<file path="src/rtl/mpser_pkg.sv">
package mpser_pkg;

  typedef enum logic [2:0] {
    TS_IDLE,
    TS_START,
    TS_DATA,
    TS_FLAG,
    TS_STOP
  } tx_state_e;

  typedef enum logic [2:0] {
    RS_IDLE,
    RS_START,
    RS_DATA,
    RS_FLAG,
    RS_STOP,
    RS_WAITHI
  } rx_state_e;

endpackage

</file>
<file path="src/rtl/mpser_baud.sv">
module mpser_baud #(
  parameter int DIV_W        = 8,
  parameter int CS_W         = 2,
  parameter int PRE_STEP_LOG = 2
) (
  input  logic             clk,
  input  logic             rst_n,
  input  logic             clr,
  input  logic [CS_W-1:0]  clk_sel,
  input  logic [DIV_W-1:0] div,
  output logic             os_tick
);
  // Prescaler spans the largest step: (2^CS_W - 1) selects of PRE_STEP_LOG bits each
  localparam int PRE_W = PRE_STEP_LOG * ((1 << CS_W) - 1);

  logic [PRE_W-1:0] pcnt;
  logic [PRE_W-1:0] pmask;
  logic [DIV_W-1:0] dcnt;
  logic             pre_tick;

  // Low-order prescaler bits that must all be set for a prescaled tick
  for (genvar g = 0; g < PRE_W; g++) begin : g_mask
    assign pmask[g] = (g < PRE_STEP_LOG * int'(clk_sel));
  end

  assign pre_tick = ((pcnt & pmask) == pmask);
  assign os_tick  = pre_tick && (dcnt >= div);

  always_ff @(posedge clk or negedge rst_n) begin
    if (!rst_n) begin
      pcnt <= '0;
      dcnt <= '0;
    end else if (clr) begin
      pcnt <= '0;
      dcnt <= '0;
    end else begin
      pcnt <= pcnt + 1'b1;
      if (pre_tick) begin
        if (os_tick) dcnt <= '0;
        else         dcnt <= dcnt + 1'b1;
      end
    end
  end
endmodule

</file>
<file path="src/rtl/mpser_tx.sv">
module mpser_tx
  import mpser_pkg::*;
#(
  parameter int DATA_W = 8,
  parameter int OS_LOG = 4
) (
  input  logic              clk,
  input  logic              rst_n,
  input  logic              run,
  input  logic              os_tick,
  input  logic              mp_en,
  input  logic              buf_full,
  input  logic [DATA_W-1:0] buf_data,
  input  logic              mpb_in,
  output logic              take,
  output logic              txd
);
  localparam int CNT_W = (DATA_W > 1) ? $clog2(DATA_W) : 1;
  localparam logic [CNT_W-1:0]  LAST   = CNT_W'(DATA_W - 1);
  localparam logic [OS_LOG-1:0] OS_MAX = '1;

  tx_state_e         state;
  logic [OS_LOG-1:0] sub;
  logic [CNT_W-1:0]  cnt;
  logic [DATA_W-1:0] shreg;
  logic              flag_q;
  logic              fmt_mp;
  logic              bit_end;

  assign take    = run && (state == TS_IDLE) && os_tick && buf_full;
  assign bit_end = os_tick && (sub == OS_MAX);

  always_ff @(posedge clk or negedge rst_n) begin
    if (!rst_n) begin
      state  <= TS_IDLE;
      sub    <= '0;
      cnt    <= '0;
      shreg  <= '0;
      flag_q <= 1'b0;
      fmt_mp <= 1'b0;
      txd    <= 1'b1;
    end else if (!run) begin
      state <= TS_IDLE;
      sub   <= '0;
      txd   <= 1'b1;
    end else begin
      if (state != TS_IDLE && os_tick) sub <= sub + 1'b1;
      case (state)
        TS_IDLE: begin
          if (take) begin
            shreg  <= buf_data;
            flag_q <= mpb_in;
            fmt_mp <= mp_en;
            txd    <= 1'b0;
            sub    <= '0;
            state  <= TS_START;
          end
        end
        TS_START: begin
          if (bit_end) begin
            txd   <= shreg[0];
            shreg <= shreg >> 1;
            cnt   <= '0;
            state <= TS_DATA;
          end
        end
        TS_DATA: begin
          if (bit_end) begin
            if (cnt == LAST) begin
              if (fmt_mp) begin
                txd   <= flag_q;
                state <= TS_FLAG;
              end else begin
                txd   <= 1'b1;
                state <= TS_STOP;
              end
            end else begin
              txd   <= shreg[0];
              shreg <= shreg >> 1;
              cnt   <= cnt + 1'b1;
            end
          end
        end
        TS_FLAG: begin
          if (bit_end) begin
            txd   <= 1'b1;
            state <= TS_STOP;
          end
        end
        TS_STOP: begin
          if (bit_end) state <= TS_IDLE;
        end
        default: state <= TS_IDLE;
      endcase
    end
  end
endmodule

</file>
<file path="src/rtl/mpser_rx.sv">
module mpser_rx
  import mpser_pkg::*;
#(
  parameter int DATA_W      = 8,
  parameter int OS_LOG      = 4,
  parameter int SYNC_STAGES = 2
) (
  input  logic              clk,
  input  logic              rst_n,
  input  logic              run,
  input  logic              os_tick,
  input  logic              mp_en,
  input  logic              rxd,
  output logic              done,
  output logic              stop_ok,
  output logic              fmt_mp,
  output logic [DATA_W-1:0] word,
  output logic              flag
);
  localparam int CNT_W = (DATA_W > 1) ? $clog2(DATA_W) : 1;
  localparam logic [CNT_W-1:0]  LAST    = CNT_W'(DATA_W - 1);
  localparam logic [OS_LOG-1:0] OS_MAX  = '1;
  localparam logic [OS_LOG-1:0] HALF_M1 = OS_LOG'((1 << OS_LOG) / 2 - 1);

  logic [SYNC_STAGES-1:0] sync_q;
  logic                   rx_s;
  rx_state_e              state;
  logic [OS_LOG-1:0]      sub;
  logic [CNT_W-1:0]       cnt;
  logic                   bit_end;

  assign rx_s    = sync_q[SYNC_STAGES-1];
  assign bit_end = os_tick && (sub == OS_MAX);
  assign done    = run && (state == RS_STOP) && bit_end;
  assign stop_ok = rx_s;

  always_ff @(posedge clk or negedge rst_n) begin
    if (!rst_n) sync_q <= '1;
    else        sync_q <= {sync_q[SYNC_STAGES-2:0], rxd};
  end

  always_ff @(posedge clk or negedge rst_n) begin
    if (!rst_n) begin
      state  <= RS_IDLE;
      sub    <= '0;
      cnt    <= '0;
      word   <= '0;
      flag   <= 1'b0;
      fmt_mp <= 1'b0;
    end else if (!run) begin
      state <= RS_IDLE;
      sub   <= '0;
    end else begin
      case (state)
        RS_IDLE: begin
          if (os_tick && !rx_s) begin
            sub    <= '0;
            fmt_mp <= mp_en;
            state  <= RS_START;
          end
        end
        RS_START: begin
          if (os_tick) begin
            if (sub == HALF_M1) begin
              sub <= '0;
              cnt <= '0;
              if (rx_s) state <= RS_IDLE;
              else      state <= RS_DATA;
            end else begin
              sub <= sub + 1'b1;
            end
          end
        end
        RS_DATA: begin
          if (os_tick) sub <= sub + 1'b1;
          if (bit_end) begin
            word <= {rx_s, word[DATA_W-1:1]};
            if (cnt == LAST) state <= fmt_mp ? RS_FLAG : RS_STOP;
            else             cnt   <= cnt + 1'b1;
          end
        end
        RS_FLAG: begin
          if (os_tick) sub <= sub + 1'b1;
          if (bit_end) begin
            flag  <= rx_s;
            state <= RS_STOP;
          end
        end
        RS_STOP: begin
          if (os_tick) sub <= sub + 1'b1;
          if (bit_end) state <= rx_s ? RS_IDLE : RS_WAITHI;
        end
        RS_WAITHI: begin
          if (rx_s) state <= RS_IDLE;
        end
        default: state <= RS_IDLE;
      endcase
    end
  end
endmodule

</file>
<file path="src/rtl/mpser_chan.sv">
module mpser_chan #(
  parameter int DATA_W       = 8,
  parameter int DIV_W        = 8,
  parameter int CS_W         = 2,
  parameter int PRE_STEP_LOG = 2,
  parameter int OS_LOG       = 4,
  parameter int SYNC_STAGES  = 2
) (
  input  logic              clk,
  input  logic              rst_n,
  input  logic              standby,
  input  logic              div_we,
  input  logic [DIV_W-1:0]  div_wdata,
  output logic [DIV_W-1:0]  div_rd,
  input  logic [CS_W-1:0]   clk_sel,
  input  logic              sync_mode,
  input  logic              mp_en,
  input  logic              tx_en,
  input  logic              rx_en,
  input  logic              tx_mpb,
  input  logic              tx_valid,
  input  logic [DATA_W-1:0] tx_data,
  output logic              tx_ready,
  output logic              rx_valid,
  input  logic              rx_ready,
  output logic [DATA_W-1:0] rx_data,
  output logic              rx_mpb,
  output logic              rx_ferr,
  output logic              txd,
  input  logic              rxd
);
  logic [DIV_W-1:0]  div_q;
  logic              os_tick;
  logic              tx_run;
  logic              rx_run;
  logic              take;
  logic              tx_full;
  logic [DATA_W-1:0] tx_buf;
  logic              rx_done;
  logic              rx_stop_ok;
  logic              rx_fmt_mp;
  logic [DATA_W-1:0] rx_word;
  logic              rx_flag;
  logic              rx_full;
  logic [DATA_W-1:0] rx_buf;
  logic              mpb_q;
  logic              ferr_q;

  assign tx_run = tx_en && !sync_mode && !standby;
  assign rx_run = rx_en && !sync_mode && !standby;

  // Divisor register: reloads all ones on reset and during standby
  always_ff @(posedge clk or negedge rst_n) begin
    if (!rst_n)       div_q <= '1;
    else if (standby) div_q <= '1;
    else if (div_we)  div_q <= div_wdata;
  end
  assign div_rd = div_q;

  mpser_baud #(
    .DIV_W(DIV_W), .CS_W(CS_W), .PRE_STEP_LOG(PRE_STEP_LOG)
  ) u_baud (
    .clk(clk), .rst_n(rst_n), .clr(standby),
    .clk_sel(clk_sel), .div(div_q), .os_tick(os_tick)
  );

  // Single-entry transmit buffer
  always_ff @(posedge clk or negedge rst_n) begin
    if (!rst_n) begin
      tx_full <= 1'b0;
      tx_buf  <= '0;
    end else begin
      if (take) tx_full <= 1'b0;
      if (tx_valid && !tx_full) begin
        tx_full <= 1'b1;
        tx_buf  <= tx_data;
      end
    end
  end
  assign tx_ready = !tx_full;

  mpser_tx #(
    .DATA_W(DATA_W), .OS_LOG(OS_LOG)
  ) u_tx (
    .clk(clk), .rst_n(rst_n), .run(tx_run), .os_tick(os_tick),
    .mp_en(mp_en), .buf_full(tx_full), .buf_data(tx_buf),
    .mpb_in(tx_mpb), .take(take), .txd(txd)
  );

  mpser_rx #(
    .DATA_W(DATA_W), .OS_LOG(OS_LOG), .SYNC_STAGES(SYNC_STAGES)
  ) u_rx (
    .clk(clk), .rst_n(rst_n), .run(rx_run), .os_tick(os_tick),
    .mp_en(mp_en), .rxd(rxd), .done(rx_done), .stop_ok(rx_stop_ok),
    .fmt_mp(rx_fmt_mp), .word(rx_word), .flag(rx_flag)
  );

  // Receive holding register, flag status and framing status
  always_ff @(posedge clk or negedge rst_n) begin
    if (!rst_n) begin
      rx_full <= 1'b0;
      rx_buf  <= '0;
      mpb_q   <= 1'b0;
      ferr_q  <= 1'b0;
    end else begin
      if (rx_full && rx_ready) rx_full <= 1'b0;
      if (rx_done) begin
        if (rx_stop_ok) begin
          ferr_q <= 1'b0;
          if (!rx_full) begin
            rx_full <= 1'b1;
            rx_buf  <= rx_word;
            if (rx_fmt_mp) mpb_q <= rx_flag;
          end
        end else begin
          ferr_q <= 1'b1;
        end
      end
    end
  end

  assign rx_valid = rx_full;
  assign rx_data  = rx_buf;
  assign rx_mpb   = mpb_q;
  assign rx_ferr  = ferr_q;
endmodule

</file>
<file path="config.mk">
export PLATFORM = sky130hd
export DESIGN_NAME = mpser_chan
export DESIGN_NICKNAME = d
export VERILOG_FILES = /design/src/rtl/mpser_pkg.sv /design/src/rtl/mpser_baud.sv /design/src/rtl/mpser_tx.sv /design/src/rtl/mpser_rx.sv /design/src/rtl/mpser_chan.sv
export SDC_FILE = /design/constraint.sdc
export NUM_CORES = 1
export LEC_CHECK = 0
export ABC_AREA = 1
export BUFFER_PORTS_ARGS = -buffer_cell sky130_fd_sc_hd__buf_4
export CAP_MARGIN = 20
export CORE_MARGIN = 5
export CORE_UTILIZATION = 60
export CTS_BUF_LIST = sky130_fd_sc_hd__clkbuf_4
export CTS_CLUSTER_DIAMETER = 100
export DETAILED_ROUTE_END_ITERATION = 8
export PLACE_DENSITY = 0.87
export SYNTH_ARGS = -nofsm -noshare
export SYNTH_HDL_FRONTEND = slang
export SYNTH_SLANG_ARGS = --single-unit
</file>
<file path="constraint.sdc">
create_clock -name clk -period 5.04 [get_ports clk]
set_clock_uncertainty 0.15 [all_clocks]
set_input_delay 0.504 -clock clk [delete_from_list [all_inputs] [get_ports clk]]
set_output_delay 0.504 -clock clk [all_outputs]
set_load 0.01 [all_outputs]
</file>
==> results by group, run 1 <==
Power and ir drop
  – Post-layout total power: between 1 and 1.5 mW
  – Cell area power density: 244.1 nW/um^2
  – Standby leakage power: 2.603 nW
  – Peak supply drop: 0.0001331 V

GRT
  – Via count of the first global-routing pass: between 3000 and 4000
  – First-pass GRT wire length: 17.15 mm
  – Maximum number of pins on one net before global-route repair: between 80 and 90
  – GRT Util Overall: 0.2167
  – Initial antenna violation count: 0
  – Overflow left after global routing: 0

STA
  – RSZ-0062 raised after global routing: false
  – Final critical path time including I/O delays and setup: roughly 2.5 ns
  – Final setup viols: 0
  – Final worst path period share: 0.4890
  – Max-slew violations: 0
  – Worst-Margin Slew: 0.5419 ns
  – Final Hold Viols: 0
  – Aggregate negative setup slack: 0 ns
  – Headroom to the max-slew limit: 0.6374
  – Peak Freq: 0.4057 GHz

Setup path
  – Element type at the critical path end: flop
  – Data arrival time of the worst path: 2.67 ns
  – Register-to-register path setup slack: 2.58 ns
  – Max Fanout on Critical Path: 9
  – Worst Path Class, Setup: reg2reg
  – FF-to-FF path depth: 10
  – Critical path required time: 5.24 ns
  – Startpoint class of the critical path: flop

Drt
  – First-pass detailed-route iteration total: 5
  – Routed length per instance: 14.00 microns
  – Vias per inst: 5.493
  – Total length of routed wires: 9.965 mm
  – Iteration-0 DRC Markers: 228
  – Final antenna-violating net count: 0
  – Drc violations: 0
  – DR vias: 3911

Clock network
  – Depth of the CTS H-tree: 3
  – Clock transition at the registers of the reported paths: 0.15 ns
  – TritonCTS clock tree: built
  – Clock Root Buffer: sky130_fd_sc_hd__clkbuf_4
  – Worst-Skew Late Latency: roughly 0.46 ns
  – CTS Buffer Depth: 2
  – Total clock buffers created by CTS: 9
  – PostCTS Resize Cnt: 0
  – CTS sink cnt: 85

Logic synthesis
  – Sequential share of the synthesized area: 0.4692
  – Number of synthesized register bits: 85
  – Synthesized-area fraction occupied by and/or/nand/nor cells: 0.2767
  – Per-instance average area after synthesis: 8.282 sq um
  – Number of enable flip-flop cells after synthesis: 0
  – Cell area after synthesis: 4563 sq um
  – Synth async-reset ratio: 1.000
  – Synth Area in XOR/XNOR: 0.01344
  – Mux share of post-synthesis cell area: 0.01727
  – Largest family of logic cells by synthesized area: simple AND/OR/NAND/NOR gates
  – Post-synth cell types: 44
  – Synth Area in Compound Gates: 0.1124
  – Net count after synthesis: 597
  – Synthesized instance count: between 500 and 600
  – Total of warnings raised by yosys: 0
  – Most used flip-flop cell after synthesis: sky130_fd_sc_hd__dfrtp_1
  – Adder-cell share of the synthesized area: 0.04387

Layout
  – Most frequent cells in the layout: 148 x sky130_fd_sc_hd__nand2_1, 74 x sky130_fd_sc_hd__dfrtp_1, 57 x sky130_fd_sc_hd__inv_1, 50 x sky130_fd_sc_hd__buf_4, 46 x sky130_fd_sc_hd__nor2_1
  – Area growth, synth to finish: 14.07%
  – Layout Cells excl Fill: 712
  – Ratio of cells with drive above 1 in the final layout: 0.2170
  – Number of inserted filler cells in the final layout: 570
  – Core utilization of the finished layout: 0.7100
  – N_diodes: 0
  – Leading cell type in the layout, fill and taps excluded: sky130_fd_sc_hd__nand2_1
  – Non-Filler Cell Area, Final: 5205 sq um
  – Final Net Count: 654

Floorplanning
  – Placeable Area: around 7300 sq um
  – Height of the die: just under 100 microns
  – Area of the die: 9449 sq um
  – DIE WIDTH: 97.21 microns
  – Effective utilization at floorplan: 0.6225
  – # IOs: 51
  – Row cnt: 31

Job
  – Total of max-cap violations: 0

Placement
  – Number of port buffers: 50
  – Placer's final routability congestion estimate: 0.9209
  – Total half-perimeter wirelength after legalization and detailed placement: 7.258 mm
  – Number of cells in the design after placement: 693
  – Placed Area: around 5000 sq um

Run status
  – Outcome: finished, final reports clean

Worst hold path
  – Class of the tightest hold or removal check: in2reg
  – Cell depth of the worst min-delay path: 2
-- Yosys cell counts (4+ instances only) --
cell type / instances / area share
sky130_fd_sc_hd__o21ai_2: 9 / 0.017
sky130_fd_sc_hd__nor3_1: 9 / 0.0099
sky130_fd_sc_hd__nand2_1: 148 / 0.12
sky130_fd_sc_hd__inv_1: 57 / 0.047
sky130_fd_sc_hd__mux2_2: 7 / 0.017
sky130_fd_sc_hd__xor2_1: 7 / 0.013
sky130_fd_sc_hd__nor2_1: 46 / 0.038
sky130_fd_sc_hd__nand4_1: 6 / 0.0082
sky130_fd_sc_hd__o21ai_1: 20 / 0.022
sky130_fd_sc_hd__inv_2: 10 / 0.0082
sky130_fd_sc_hd__ha_1: 16 / 0.044
sky130_fd_sc_hd__dfrtp_1: 74 / 0.41
sky130_fd_sc_hd__a21oi_1: 26 / 0.029
sky130_fd_sc_hd__nand2_2: 6 / 0.0082
sky130_fd_sc_hd__dfstp_2: 11 / 0.063
sky130_fd_sc_hd__o21ai_0: 23 / 0.025
sky130_fd_sc_hd__nor2_2: 4 / 0.0055
sky130_fd_sc_hd__nand3_1: 32 / 0.035
-- repair_timing --
item                                    in CTS  in global routing
endpoints found under the hold margin        1                 19
setup buffers                                0                  0
endpoints found under the setup margin       0                  0
hold buffers                                 1                  1
-- final cells by class --
cell class | count | area (sq um) | area share
Clock inverter | 7 | 73.82 | 0.01418
Timing Repair Buffer | 53 | 422.9 | 0.08125
Clock buffer | 9 | 67.56 | 0.01298
Tap cell | 99 | 123.9 | 0.02380
Multi-Input combinational cell | 390 | 2116 | 0.4065
Inverter | 69 | 260.3 | 0.05000
Sequential cell | 85 | 2141 | 0.4113
-- cells by family after synthesis --
family,after synthesis
flops,85
compound gates,88
fa+ha+maj,16
mux,7
buf+inv,76
simple gates,272
xor+xnor,7
-- sequential cells by signal (all words and copies together), names as in the netlist, 4 cells and up --
register / count
u_tx.sub: 4
rx_data: 8
tx_buf: 8
u_rx.sub: 4
u_baud.pcnt: 6
u_rx.word: 8
u_baud.dcnt: 8
u_tx.shreg: 8
div_rd: 8
-- worst paths after layout --
path / startpoint / end
max: div_rd[5] / u_tx.shreg[7]
min: rx_ready / rx_valid
max reg2reg: div_rd[5] / u_tx.shreg[7]
min reg2reg: u_rx.sync_q[0] / u_rx.sync_q[1]
max in group asynchronous: rst_n / u_rx.sync_q[0]
min in group asynchronous: rst_n / u_tx.cnt[0]
-- metrics by stage --
| step | hold slack, ns | setup slack [ns] |
|---|---|---|
| after floorplan | 0.05841 | 2.855 |
| after global placement | 0.1954 | 2.729 |
| after detailed placement | 0.2020 | 2.658 |
| after CTS | 0.03767 | 2.593 |
| after global routing | 0.02074 | 2.438 |
| final | 0.04887 | 2.575 |
-- power by group --
part | internal [mW] | switching [mW] | leakage [nW] | total [mW]
sequential | 0.713 | 0.0195 | 1.12 | 0.733
clock | 0.119 | 0.280 | 0.0781 | 0.399
combinational | 0.0537 | 0.0848 | 1.41 | 0.139
-- routing by layer --
layer  vias to the layer above  GRT usage  wire length [microns]
met2                       113     0.3625                   5027
met4                         0    0.07883                    205
met5                         -          0                      0
met3                        24    0.04738                    469
met1                      1870     0.2762                   4262
li1                       1904          -                      -
-- worst max-delay path, stage by stage, from the launching register on --
cell and delay, ns:
sky130_fd_sc_hd__dfstp_2 0.57, sky130_fd_sc_hd__inv_1 0.07, sky130_fd_sc_hd__ha_1 0.32, sky130_fd_sc_hd__a21oi_1 0.09
sky130_fd_sc_hd__o21a_1 0.18, sky130_fd_sc_hd__nand2_2 0.19, sky130_fd_sc_hd__nand3_2 0.14, sky130_fd_sc_hd__a21oi_4 0.31
sky130_fd_sc_hd__nand3_4 0.17, sky130_fd_sc_hd__nand2_1 0.12, sky130_fd_sc_hd__nand2_1 0.06
(Power assumes the default switching activity.)
==> run 2: changes to the inputs <==
Settings changed: CORE_UTILIZATION 60 to 55, PLACE_DENSITY 0.87 to 0.85.
Clock period 5.04 ns to 2.1 ns, I/O delays scaled along.
==> run 2 against run 1 <==
Net effect: the flow now finishes with violations (setup timing); clock-buffer cell count did not move; non-clock buffer count rose by 68; combinational power rose to 3.7 times the previous value; clock power rose to 2.5 times the previous value; worst setup slack got worse by 3.0 ns; die area rose by 8.1%; critical path type unchanged; highest routed layer unchanged.
==> results by group, run 2 (same netlist as run 1, synthesis figures left out) <==
Drt
  – Routed length per instance: around 21 microns
  – Iteration-0 DRC Markers: 544
  – Final antenna-violating net count: 0
  – DR vias: 4864
  – Vias per inst: 6.165
  – Drc violations: 0
  – First-pass detailed-route iteration total: 6
  – Total length of routed wires: approximately 16 mm

Layout
  – Number of inserted filler cells in the final layout: 454
  – Combined area of the multi-input logic cells: 2629 sq um
  – Core utilization of the finished layout: 0.7848
  – Most frequent cells in the layout: 115 x sky130_fd_sc_hd__nand2_1, 76 x sky130_fd_sc_hd__buf_4, 74 x sky130_fd_sc_hd__dfrtp_1, 49 x sky130_fd_sc_hd__inv_1, 39 x sky130_fd_sc_hd__nor2_1
  – Ratio of cells with drive above 1 in the final layout: 0.3939
  – Sequential cell area: 2141 sq um
  – Final Net Count: 725
  – Area growth, synth to finish: 39.90%
  – Leading cell type in the layout, fill and taps excluded: sky130_fd_sc_hd__nand2_1
  – Layout Cells excl Fill: 789

Placement
  – Number of port buffers: 50
  – Number of cells in the design after placement: 731
  – Placer's final routability congestion estimate: 0.9113
  – Total half-perimeter wirelength after legalization and detailed placement: 7.626 mm

Power and ir drop
  – P_sw: 1.002 mW
  – Fraction of power consumed by combinational cells: 0.155
  – Portion of total power attributed to sequential cells: 0.537
  – Post-layout total power: 3.297 mW
  – Standby leakage power: roughly 3 nW
  – Sw frac: 0.3038
  – Internal power consumption: 2.296 mW
  – Cell area power density: 516.5 nW/um^2
  – Peak supply drop: roughly 0.00057 V
  – Clock share of power: 0.307

GRT
  – First-pass GRT wire length: roughly 22 mm
  – Initial antenna violation count: 0
  – Overflow left after global routing: 0
  – Via count of the first global-routing pass: 4521
  – GRT Util Overall: 0.2693
  – Maximum number of pins on one net before global-route repair: 48

Setup path
  – Element type at the critical path end: flop
  – Startpoint class of the critical path: flop
  – Worst Path Class, Setup: reg2reg
  – Data arrival time of the worst path: around 2.7 ns
  – Critical path required time: 2.32 ns
  – Max Fanout on Critical Path: 5

Clock network
  – Total clock buffers created by CTS: 9
  – Depth of the CTS H-tree: 3
  – Worst-Skew Late Latency: 0.49 ns
  – Clock Root Buffer: sky130_fd_sc_hd__clkbuf_4
  – TritonCTS clock tree: built
  – Clock transition at the registers of the reported paths: ~0.15 ns
  – CTS Buffer Depth: 2
  – CTS sink cnt: 85

STA
  – Final Hold Viols: 0
  – Crit path setup slack, layout: -0.4012 ns
  – Headroom to the max-slew limit: 0.5775
  – Max-slew violations: 0
  – Final worst path period share: 1.191
  – Final critical path time including I/O delays and setup: between 2 and 3 ns
  – Peak Freq: about 0.4 GHz
  – RSZ-0062 raised after global routing: true
  – Worst-Margin Slew: 0.6338 ns
  – Final setup viols: 60

Floorplanning
  – Placeable Area: 8134 sq um
  – Area of the die: 10220 sq um
  – Height of the die: between 100 and 150 microns
  – # IOs: roughly 50
  – Row cnt: 33
  – Effective utilization at floorplan: 0.5610
  – DIE WIDTH: 101.1 microns

Job
  – Total of max-cap violations: 0

Worst hold path
  – Class of the tightest hold or removal check: in2reg

Run status
  – Violated checks: setup timing
  – Outcome: finished with violations
## run 2: changes by cell type in the layout (fill, tap and decap cells not counted), moves of 12 or more
cell | before | now
sky130_fd_sc_hd__buf_4 | 50 | 76
sky130_fd_sc_hd__dlygate4sd3_1 | 2 | 31
sky130_fd_sc_hd__nand3_2 | 3 | 15
sky130_fd_sc_hd__o21ai_2 | 9 | 22
sky130_fd_sc_hd__nand2_1 | 148 | 115
sky130_fd_sc_hd__nand3_1 | 32 | 15
sky130_fd_sc_hd__nand2_2 | 6 | 35
## run 2: worst max-delay path: stages (launching register included)
cell,delay (ns)
sky130_fd_sc_hd__dfstp_2,0.57
sky130_fd_sc_hd__inv_2,0.05
sky130_fd_sc_hd__ha_4,0.29
sky130_fd_sc_hd__nand2_2,0.08
sky130_fd_sc_hd__nand2_2,0.10
sky130_fd_sc_hd__nor2_2,0.06
sky130_fd_sc_hd__nand2_2,0.06
sky130_fd_sc_hd__nand2_2,0.06
sky130_fd_sc_hd__nand2_4,0.14
sky130_fd_sc_hd__nand3_4,0.12
sky130_fd_sc_hd__nor2_4,0.24
sky130_fd_sc_hd__buf_6,0.15
sky130_fd_sc_hd__nand3b_1,0.13
sky130_fd_sc_hd__nand2_1,0.14
sky130_fd_sc_hd__o21ai_1,0.07
## run 2: power groups by stage
stage          Combinational [mW]  Clock [mW]  Sequential [mW]
3_3_place_gp                0.346           0             1.78
2_1_floorplan               0.183           0             1.78
3_5_place_dp                0.357           0             1.79
6_report                    0.512        1.01             1.77
5_1_grt                     0.553        1.06             1.78
4_1_cts                     0.425       0.971             1.76
## run 2: path summary, 6_finish.rpt
path / endpoint / start / cells after the start / slack (ns)
hold reg to reg: u_rx.sync_q[1] / u_rx.sync_q[0] / 0 / 0.21
min in group asynchronous: u_tx.cnt[0] / rst_n / 2 / 0.12
max in group asynchronous: rx_data[3] / rst_n / 3 / 1.04
setup reg to reg: rx_mpb / div_rd[3] / 14 / -0.40
setup / recovery: rx_mpb / div_rd[3] / 14 / -0.40
hold / removal: div_rd[4] / div_we / 3 / 0.05
## run 2: layout make-up
| type | count | area share |
|---|---|---|
| Clock inverter | 6 | 0.01117 |
| Sequential cell | 85 | 0.3354 |
| Timing Repair Buffer | 121 | 0.1668 |
| Clock buffer | 9 | 0.01058 |
| Antenna cell | 1 | 0.0003920 |
| Tap cell | 105 | 0.02058 |
| Multi-Input combinational cell | 393 | 0.4118 |
| Inverter | 69 | 0.04332 |
## run 2: repair_timing
action                                 in CTS  in global routing
gates resized for setup                    42                 88
gates cloned                                2                  1
endpoints found under the hold margin      57                  0
buffers inserted                            4                  4
hold buffers                               31                  0
pin swaps                                  20                 21
setup endpoints to repair                  53                 61
## run 2: routing by layer
metal | part of all wire | global-route usage
met1 | 0.36 | 0.3184
met2 | 0.50 | 0.4693
met3 | 0.083 | 0.04221
met5 | 0 | 0
met4 | 0.058 | 0.1401
## run 2: metrics by stage
step                setup WS, ns  cell area (sq um)  hold WS, ns   TNS, ns
floorplan               -0.04725               4602      -0.2356  -0.04951
global placement        -0.09302               5311       0.1182    -1.159
detailed placement       -0.1998               5311       0.1210    -4.114
CTS                      -0.1271               6021      0.01407    -2.993
global route             -0.4571               6381      0.09253    -18.01
finish                   -0.4012               6384      0.05298    -14.08
==> run 3: changes to the inputs <==
Settings changed: CORE_UTILIZATION 55 to 40, PLACE_DENSITY 0.85 to 0.66.
==> run 3 against run 2 <==
Net effect: the flow still finishes with violations (setup timing); final cell count up 4.1%; sequential cell count unchanged; clock power about the same; non-clock buffer count down 7; die area up 34%; register-to-register slack better by 0.28 ns; combinational power is 15% lower; first-iteration DRC count decreased by 68%; largest power group unchanged.
==> results by group, run 3 (same netlist as run 1, synthesis figures left out) <==
Power and ir drop
  – Cell area power density: 519.1 nW/um^2
  – Internal power consumption: ~2.3 mW
  – P_sw: ~890 uW
  – Portion of total power attributed to sequential cells: 0.553
  – Fraction of power consumed by combinational cells: 0.137
  – Clock share of power: 0.311
  – Standby leakage power: about 2.9 nW
  – Sw frac: 0.2784
  – Peak supply drop: 0.0004946 V

STA
  – Final critical path time including I/O delays and setup: 2.224 ns
  – Crit path setup slack, layout: -0.1237 ns
  – Final setup viols: 32
  – Peak Freq: approximately 0.45 GHz
  – RSZ-0062 raised after global routing: true
  – Worst Hold Margin: 0.02584 ns
  – Final Hold Viols: 0
  – Final worst path period share: 1.059
  – Headroom to the max-slew limit: 0.6487
  – Worst-Margin Slew: 0.5269 ns
  – Max-slew violations: 0

Floorplanning
  – Placeable Area: 11320 sq um
  – Area of the die: around 14000 sq um
  – # IOs: between 50 and 60
  – Height of the die: roughly 120 microns
  – DIE WIDTH: 116.8 microns
  – Row cnt: 39
  – Effective utilization at floorplan: 0.4031

Setup path
  – Cell-by-cell listing of the critical path: inv_2, ha_4, nand2_2, nor2_1, nor2_1, nand2_1, nand2_2, nand2_4, nand3_4, nor2_4, buf_4, nand3_4, nand2_2, o21ai_2
  – Startpoint class of the critical path: flop
  – Crit-path leading delay family: simple AND/OR/NAND/NOR gates
  – Worst Path Class, Setup: reg2reg
  – Delay contributed by the slowest stage of the critical path: 0.56 ns
  – Crit path max-delay cell type: sky130_fd_sc_hd__dfstp_2
  – Data arrival time of the worst path: around 2.4 ns
  – CP dominant cell by count: sky130_fd_sc_hd__nand2_2
  – Element type at the critical path end: flop
  – Max Fanout on Critical Path: 5
  – Critical path required time: 2.30 ns
  – Crit path buf inv count: 2

Drt
  – Drc violations: 0
  – Vias per inst: 4.935
  – Iteration-0 DRC Markers: 173
  – First-pass detailed-route iteration total: 4
  – Routed length per instance: roughly 13 microns
  – Final antenna-violating net count: 0
  – DR vias: 4052
  – Total length of routed wires: 10.89 mm

GRT
  – Maximum number of pins on one net before global-route repair: 42
  – First-pass GRT wire length: 18.70 mm
  – Initial antenna violation count: 1
  – Overflow left after global routing: 0
  – Routing layer with the top usage in global route: met2
  – Met3 usage: 0.03136
  – GR Util met1: 0.2143
  – Global Route met2 Usage: 0.2905
  – Via count of the first global-routing pass: about 4100
  – GRT Util Overall: 0.1712

Clock network
  – Worst-Skew Late Latency: 0.45 ns
  – Total clock buffers created by CTS: 9
  – CTS Buffer Depth: 2
  – TritonCTS clock tree: built
  – Clock Root Buffer: sky130_fd_sc_hd__clkbuf_4
  – Depth of the CTS H-tree: 3
  – CTS sink cnt: between 80 and 90
  – Clock transition at the registers of the reported paths: 0.14 ns

Layout
  – Ratio of cells with drive above 1 in the final layout: 0.3176
  – Most frequent cells in the layout: 126 x sky130_fd_sc_hd__nand2_1, 75 x sky130_fd_sc_hd__buf_4, 74 x sky130_fd_sc_hd__dfrtp_1, 54 x sky130_fd_sc_hd__inv_1, 45 x sky130_fd_sc_hd__nor2_1
  – Area growth, synth to finish: 34.47%
  – Layout Cells excl Fill: 821
  – Leading cell type in the layout, fill and taps excluded: sky130_fd_sc_hd__nand2_1
  – Final Net Count: 718

Run status
  – Violated checks: setup timing
  – Outcome: finished with violations

Placement
  – Number of cells in the design after placement: 763
  – Number of port buffers: 50
  – Total half-perimeter wirelength after legalization and detailed placement: 7.275 mm
  – Worst Setup Slack post-DPL: -0.1835 ns
  – Placer's final routability congestion estimate: 0.9109

Job
  – Total of max-cap violations: 0

Worst hold path
  – Class of the tightest hold or removal check: in2reg
==> run 3: cell count changes in the layout (fill, tap and decap cells not counted), moves of 5 or more <==
cell                      before  now
sky130_fd_sc_hd__inv_1        49   54
sky130_fd_sc_hd__o21ai_2      22   11
sky130_fd_sc_hd__nand2_1     115  126
sky130_fd_sc_hd__o21ai_1      14   23
sky130_fd_sc_hd__nand3_1      15   24
sky130_fd_sc_hd__nand2_2      35   27
sky130_fd_sc_hd__nor2_1       39   45
sky130_fd_sc_hd__buf_6        11    6
sky130_fd_sc_hd__nand3_2      15    8
sky130_fd_sc_hd__inv_2        16   11
==> run 3: tightest hold or removal path, stage by stage <==
cell and delay, ns:
sky130_fd_sc_hd__buf_4 0.13, sky130_fd_sc_hd__or2_2 0.19, sky130_fd_sc_hd__o21ai_0 0.09
==> run 3: final timing paths <==
kind / start / end / slack, ns / cells after the start
worst max register to register: div_rd[3] / rx_data[6] / -0.12 / 14
worst max-delay path: div_rd[3] / rx_data[6] / -0.12 / 14
max in group asynchronous: rst_n / u_tx.shreg[1] / 1.06 / 3
worst min-delay path: div_we / div_rd[5] / 0.03 / 3
worst min register to register: u_rx.sync_q[0] / u_rx.sync_q[1] / 0.22 / 0
min in group asynchronous: rst_n / u_rx.sub[0] / 0.12 / 2
==> run 3: timing repair <==
item | in CTS | in global routing
setup buffers | 6 | 1
gates cloned | 3 | 0
endpoints found under the hold margin | 92 | 0
gates resized for setup | 34 | 31
pin swaps | 20 | 17
hold buffers | 31 | 0
endpoints found under the setup margin | 54 | 61
==> run 3: power by group through the flow <==
stage / clock [mW] / sequential [mW] / combinational, mW
2_1_floorplan: 0 / 1.78 / 0.183
3_3_place_gp: 0 / 1.78 / 0.344
3_5_place_dp: 0 / 1.78 / 0.352
4_1_cts: 1.01 / 1.76 / 0.414
5_1_grt: 1.09 / 1.77 / 0.487
6_report: 0.990 / 1.76 / 0.435
==> run 3: per-stage QoR <==
step                power, mW    util  TNS [ns]  area, sq um
finish                  3.185  0.5420    -2.775         6136
global route            3.353  0.5420    -9.437         6136
CTS                     3.181  0.5334    -2.622         6038
detailed placement      2.137  0.4694    -5.324         5314
global placement        2.128  0.4694    -3.984         5314
floorplan               1.966       -  -0.04951         4602
==> run 3: cell type report <==
type,count,area (sq um)
diodes,1,2.502
clock inverters,6,72.57
fillers,1006,5185
repair buffers,114,980.9
multi-input cells,393,2406
flip-flops and latches,85,2141
well taps,143,178.9
clock buffers,10,75.07
inverters,69,279.0
==> run 3: layer usage <==
metal	share of wire	vias to the layer above
met5	0	-
met4	0.024	0
met3	0.033	22
met2	0.50	85
met1	0.44	1899
li1	-	2046
